File: config.mk
export PLATFORM = sky130hd
export DESIGN_NAME = pixel_link_formatter
export DESIGN_NICKNAME = d
export VERILOG_FILES = /design/src/rtl/pixfmt_pkg.sv /design/src/rtl/pixfmt_pack_fsm.sv /design/src/rtl/pixfmt_out_stage.sv /design/src/rtl/pixel_link_formatter.sv
export SDC_FILE = /design/constraint.sdc
export NUM_CORES = 1
export LEC_CHECK = 0
export ABC_CLOCK_PERIOD_IN_PS = 2400
export BUFFER_PORTS_ARGS = -buffer_cell sky130_fd_sc_hd__clkbuf_2
export CORE_UTILIZATION = 35
export CTS_CLUSTER_SIZE = 8
export DETAILED_ROUTE_END_ITERATION = 6
export PLACE_DENSITY = 0.55
export SLEW_MARGIN = 20
export SYNTH_ARGS = -nofsm -noshare
export SYNTH_HDL_FRONTEND = slang
export SYNTH_SLANG_ARGS = --single-unit
File: constraint.sdc
create_clock -name clk -period 2.4 [get_ports clk]
set_clock_uncertainty 0.1 [all_clocks]
set_input_delay 0.48 -clock clk [delete_from_list [all_inputs] [get_ports clk]]
set_output_delay 0.48 -clock clk [all_outputs]
set_load 0.01 [all_outputs]
File: src/rtl/pixfmt_pkg.sv
package pixfmt_pkg;
    typedef enum logic [1:0] {
        PH_A = 2'd0,
        PH_B = 2'd1,
        PH_C = 2'd2
    } pack_phase_e;
endpackage

File: src/rtl/pixfmt_pack_fsm.sv
module pixfmt_pack_fsm
    import pixfmt_pkg::*;
#(
    parameter int WORD_W = 21,
    parameter int PORT_W = 5,
    localparam int DATA_W = WORD_W - PORT_W
) (
    input  logic              clk,
    input  logic              rst_n,
    input  logic              accept,
    input  logic              flush_fire,
    input  logic              mode_sel,
    input  logic              in_sof,
    input  logic [DATA_W-1:0] in_data,
    input  logic [PORT_W-1:0] in_port,
    output logic              emit_valid,
    output logic [WORD_W-1:0] emit_word,
    output logic              emit_last
);
    localparam int PACK_W  = (2 * WORD_W) / 3;
    localparam int SPLIT_W = WORD_W - PACK_W;

    pack_phase_e          state_q, state_d;
    logic                 mode_q, mode_d;
    logic [PACK_W-1:0]    hold_hi_q, hold_hi_d;
    logic [SPLIT_W-1:0]   hold_lo_q, hold_lo_d;

    pack_phase_e          cur_ph;
    logic                 eff_mode;
    logic [PACK_W-1:0]    pix;

    assign cur_ph   = in_sof ? PH_A : state_q;
    assign eff_mode = in_sof ? mode_sel : mode_q;
    assign pix      = in_data[PACK_W-1:0];

    // state register
    always_ff @(posedge clk) begin
        if (!rst_n) begin
            state_q   <= PH_A;
            mode_q    <= 1'b0;
            hold_hi_q <= '0;
            hold_lo_q <= '0;
        end else begin
            state_q   <= state_d;
            mode_q    <= mode_d;
            hold_hi_q <= hold_hi_d;
            hold_lo_q <= hold_lo_d;
        end
    end

    // next state
    always_comb begin
        state_d   = state_q;
        mode_d    = mode_q;
        hold_hi_d = hold_hi_q;
        hold_lo_d = hold_lo_q;
        if (flush_fire) begin
            state_d = PH_A;
            mode_d  = mode_sel;
        end else if (accept) begin
            mode_d = eff_mode;
            if (!eff_mode) begin
                state_d = PH_A;
            end else begin
                unique case (cur_ph)
                    PH_A: begin
                        hold_hi_d = pix;
                        state_d   = PH_B;
                    end
                    PH_B: begin
                        hold_lo_d = pix[SPLIT_W-1:0];
                        state_d   = PH_C;
                    end
                    default: state_d = PH_A;
                endcase
            end
        end
    end

    // outputs
    always_comb begin
        emit_valid = 1'b0;
        emit_word  = '0;
        emit_last  = 1'b0;
        if (flush_fire) begin
            unique case (state_q)
                PH_B: begin
                    emit_valid = 1'b1;
                    emit_word  = {hold_hi_q, {(WORD_W-PACK_W){1'b0}}};
                    emit_last  = 1'b1;
                end
                PH_C: begin
                    emit_valid = 1'b1;
                    emit_word  = {hold_lo_q, {(WORD_W-SPLIT_W){1'b0}}};
                    emit_last  = 1'b1;
                end
                default: emit_valid = 1'b0;
            endcase
        end else if (accept) begin
            if (!eff_mode) begin
                emit_valid = 1'b1;
                emit_word  = {in_port, in_data};
            end else begin
                unique case (cur_ph)
                    PH_B: begin
                        emit_valid = 1'b1;
                        emit_word  = {hold_hi_q, pix[PACK_W-1:SPLIT_W]};
                    end
                    PH_C: begin
                        emit_valid = 1'b1;
                        emit_word  = {hold_lo_q, pix};
                    end
                    default: emit_valid = 1'b0;
                endcase
            end
        end
    end

    // a half-built group exists only while packing
    p_partial_packed_r2: assert property (@(posedge clk) disable iff (!rst_n)
        (state_q != PH_A) |-> mode_q);

    // the third pixel closes the group
    p_group_wrap_r3: assert property (@(posedge clk) disable iff (!rst_n)
        (accept && !in_sof && state_q == PH_C) |=> (state_q == PH_A));

    // the mode moves only on start-of-frame or flush
    p_mode_hold_r9: assert property (@(posedge clk) disable iff (!rst_n)
        (!flush_fire && !(accept && in_sof)) |=> $stable(mode_q));
endmodule

File: src/rtl/pixfmt_out_stage.sv
module pixfmt_out_stage #(
    parameter int WORD_W = 21
) (
    input  logic              clk,
    input  logic              rst_n,
    input  logic              emit_valid,
    input  logic [WORD_W-1:0] emit_word,
    input  logic              emit_last,
    output logic              up_ready,
    output logic              out_valid,
    input  logic              out_ready,
    output logic [WORD_W-1:0] out_word,
    output logic              out_last
);
    logic              valid_q;
    logic [WORD_W-1:0] word_q;
    logic              last_q;

    assign up_ready  = !valid_q || out_ready;
    assign out_valid = valid_q;
    assign out_word  = word_q;
    assign out_last  = last_q;

    always_ff @(posedge clk) begin
        if (!rst_n) begin
            valid_q <= 1'b0;
            word_q  <= '0;
            last_q  <= 1'b0;
        end else if (up_ready) begin
            valid_q <= emit_valid;
            word_q  <= emit_word;
            last_q  <= emit_last;
        end
    end

    p_stall_hold_r4: assert property (@(posedge clk) disable iff (!rst_n)
        (out_valid && !out_ready) |=> (out_valid && $stable(out_word) && $stable(out_last)));
endmodule

File: src/rtl/pixel_link_formatter.sv
module pixel_link_formatter #(
    parameter int WORD_W = 21,
    parameter int PORT_W = 5,
    localparam int DATA_W = WORD_W - PORT_W
) (
    input  logic              clk,
    input  logic              rst_n,
    input  logic              mode_sel,
    input  logic              in_valid,
    output logic              in_ready,
    input  logic [DATA_W-1:0] in_data,
    input  logic [PORT_W-1:0] in_port,
    input  logic              in_sof,
    input  logic              flush_req,
    output logic              out_valid,
    input  logic              out_ready,
    output logic [WORD_W-1:0] out_word,
    output logic              out_last
);
    logic              up_ready;
    logic              accept;
    logic              flush_fire;
    logic              emit_valid;
    logic [WORD_W-1:0] emit_word;
    logic              emit_last;

    assign in_ready   = up_ready;
    assign accept     = in_valid && up_ready;
    assign flush_fire = flush_req && up_ready;

    pixfmt_pack_fsm #(.WORD_W(WORD_W), .PORT_W(PORT_W)) u_fsm (
        .clk        (clk),
        .rst_n      (rst_n),
        .accept     (accept),
        .flush_fire (flush_fire),
        .mode_sel   (mode_sel),
        .in_sof     (in_sof),
        .in_data    (in_data),
        .in_port    (in_port),
        .emit_valid (emit_valid),
        .emit_word  (emit_word),
        .emit_last  (emit_last)
    );

    pixfmt_out_stage #(.WORD_W(WORD_W)) u_out (
        .clk        (clk),
        .rst_n      (rst_n),
        .emit_valid (emit_valid),
        .emit_word  (emit_word),
        .emit_last  (emit_last),
        .up_ready   (up_ready),
        .out_valid  (out_valid),
        .out_ready  (out_ready),
        .out_word   (out_word),
        .out_last   (out_last)
    );

    // a flush never shares a cycle with a sample
    p_flush_alone_r6: assert property (@(posedge clk) disable iff (!rst_n)
        !(flush_req && in_valid));

    // after a flush either nothing or a closing word is presented
    p_flush_out_r8: assert property (@(posedge clk) disable iff (!rst_n)
        flush_fire |=> (!out_valid || out_last));

    // a stalled link blocks the input
    p_stall_blocks_r4: assert property (@(posedge clk) disable iff (!rst_n)
        (out_valid && !out_ready) |-> !in_ready);
endmodule

==> summary.txt <==
Pwr
  • Maximum vdd drop: 296.5 uV
  • Leak pwr: 1.182 nW
  • Power per cell area: 582.5 nW/um^2
  • Total Power: 1.590 mW

CTS
  • Setup bufs post-CTS: 0
  • Clk root buf: clkbuf_8
  • Clk slew on worst S/H paths: 0.09 ns
  • CTS resizes: 0
  • TritonCTS clock tree: yes
  • CTS buffer count: 5
  • Max Root-Sink Buffers: 2
  • Cts hold-fix bufs: 0
  • Sink Count: 47
  • Worst-skew pair later-pin latency: 0.30 ns
  • Total number of H-tree levels: 2

Synth
  • Synthesized cell area: 2262 um^2
  • Post-synth ARST share: 0%
  • Ys Warns: 0
  • Count leader, synth: dfxtp_1
  • Unique cell type count in the Yosys netlist: 34
  • #FFs+latches synth: 47
  • Area contributors post-synth: dfxtp_1, mux2i_1, nor2b_1, o21ai_0, a22oi_1
  • EDFF count, synth: 0
  • Synth area leader: dfxtp_1
  • Synth top cells by count: dfxtp_1, o21ai_0, nor2b_1
  • Yosys top cell area share: 41.59%
  • Seq/Total Area, Yosys: 41.59%
  • Syn nets: 279
  • Syn Area/Cell: 9.196 um^2
  • Cell count after synthesis: 246
  • Top FF cell, synth: dfxtp_1

Finish
  • Multi-input logic area: 1224 um^2
  • Area Growth Syn to Fin: 20.69%
  • Fill cell count: 612
  • # diodes: 0
  • Share of layout cells above drive strength 1: 25.59%
  • Sequential Area: 940.9 um^2
  • Layout Nets: 330
  • Post-route cell area: 2730 um^2

Route
  • Total number of vias: 2,018
  • WL per Instance: 16.38 um
  • DRC: 0
  • Detailed Routing Iterations Pass 1: 4
  • Detailed Route WL: 6095 um
  • Drt initial violations: 107
  • Final ANT Viol Nets: 0
  • Via/cell ratio: 5.425

Setup path
  • CP startpoint kind: flip-flop
  • Flop-to-flop setup slack: 0.50 ns
  • Worst Path Class, Setup: flip-flop to output port
  • Worst EP arrival: 1.39 ns
  • CP Max Fanout: 9
  • R2R Path Start: u_fsm.state_q[0]
  • R2R Path End: u_out.out_word[8]
  • Critical path required time: 1.82 ns
  • Crit path launch: u_out.out_valid
  • R2r worst-path depth: 7
  • Worst setup EP type: output port

GRT
  • Initial antenna violation count: 0
  • Pin count of the biggest net entering global routing: 29
  • GRT Residual Overflow: 0
  • Gr usage total: 19.37%
  • First-pass GRT wire length: 9618 um
  • Vias in the first global route: 1,884

Worst hold path
  • Hold Path End: u_out.out_word[19]
  • Min-Delay Path Depth: 3
  • Hold Crit Start: in_port[3]
  • Worst min path class: primary input to flip-flop

Timing
  • Final max-slew violation count: 0
  • Relative slew slack: 62.99%
  • Final worst path period need: 1.972 ns
  • Hold Vio Cnt, Final: 0
  • Fmax: 507.2 MHz
  • RSZ-0062 raised after global routing: false
  • Slew @ Worst Pin: 0.5506 ns
  • Setup TNS: 0 ns
  • Period utilization: 82.15%
  • # setup viols final: 0

Placement
  • Dpl hpwl: 4334 um
  • GPL Wtd Cong: 0.8079
  • PortBufs: 51
  • Placed cell area: 2624 um^2

Die
  • Io pins: 52
  • Core Box Area: 6061 um^2
  • Die height: 82.40 um
  • Site Rows: 28
  • Die Span X: 82.40 um
  • Die area: 6789 um^2
  • Initial Utilization: 37.32%

Job
  • Max-Cap Viols: 0

Status
  • Status: complete, no violations
[layout make-up]
type | count | share of cell area (%)
Clock inverter | 2 | 1.375
Multi-Input combinational cell | 176 | 44.82
Sequential cell | 47 | 34.46
Timing Repair Buffer | 61 | 12.56
Clock buffer | 5 | 2.521
Tap cell | 75 | 3.437
Inverter | 6 | 0.8249
[kinds of logic after synthesis]
kind of cell	after synthesis	share of synthesized area, %
AOI/OAI and AO/OA	78	21.46
adders and majority gates	5	2.765
buffers and inverters	23	4.425
DFF	47	41.59
muxes	23	10.40
and+or+nand+nor	70	19.36
[worst max path at each step]
stage,end,slack (ns),cells after the start
2_1_floorplan,u_out.out_word[6],0.59,8
3_3_place_gp,u_out.out_word[11],0.27,7
3_5_place_dp,u_out.out_word[6],0.25,7
4_1_cts,in_ready,0.41,4
5_1_grt,u_out.out_word[11],0.31,6
6_report,in_ready,0.43,4
[worst max-delay path, stage by stage (launching register included)]
cell and delay, ns:
dfxtp_1 0.32, nor2b_2 0.15, inv_1 0.24, buf_4 0.24, clkbuf_2 0.15
[state kept, by name (all words and copies together), names as in the netlist]
signal / cells
u_out.out_word: 21
u_fsm.state_q: 2
u_fsm.hold_hi_q: 14
u_fsm.hold_lo_q: 7
u_fsm.mode_q: 1
u_out.out_last: 1
u_out.out_valid: 1
[layout by cell type, fill, tap and decap left out, types with 2 or more instances in the layout]
| cell type | instances |
|---|---|
| nand4_4 | 2 |
| a211oi_1 | 2 |
| nand3_1 | 7 |
| nand2b_1 | 4 |
| or2_0 | 7 |
| nor2b_1 | 23 |
| inv_1 | 6 |
| o21ai_0 | 30 |
| and2_1 | 3 |
| a31oi_1 | 13 |
| nor2_1 | 3 |
| a221oi_1 | 8 |
| a21oi_1 | 7 |
| clkbuf_2 | 51 |
| nand2_1 | 13 |
| buf_4 | 9 |
| clkbuf_8 | 5 |
| ha_1 | 5 |
| mux2i_1 | 22 |
| a22oi_1 | 14 |
| dfxtp_1 | 47 |
[layer usage]
layer  up-vias  share of wire, %  track usage, %
met5         -                 0               0
met4         0               1.6           7.018
met3         9               4.1           2.967
met2        53                48           31.90
met1       962                47           25.49
li1        994                 -               -
[metrics by stage]
stage | instances | hold WS, ns | util [%] | setup WS, ns
after global routing | 372 | 0.3107 | 45.05 | 0.3119
after global placement | 365 | 0.3577 | 43.29 | 0.2702
final | 372 | 0.3036 | 45.05 | 0.4284
after detailed placement | 365 | 0.3582 | 43.29 | 0.2488
after CTS | 372 | 0.3026 | 45.05 | 0.4072
after floorplan | 246 | 0.3474 | - | 0.5875
[where the power goes]
group | switching (mW) | internal (mW)
sequential | 0.0138 | 0.804
clock | 0.271 | 0.305
combinational | 0.114 | 0.0833
total | 0.398 | 1.19
No activity file was read; power rests on OpenSTA's default activity.
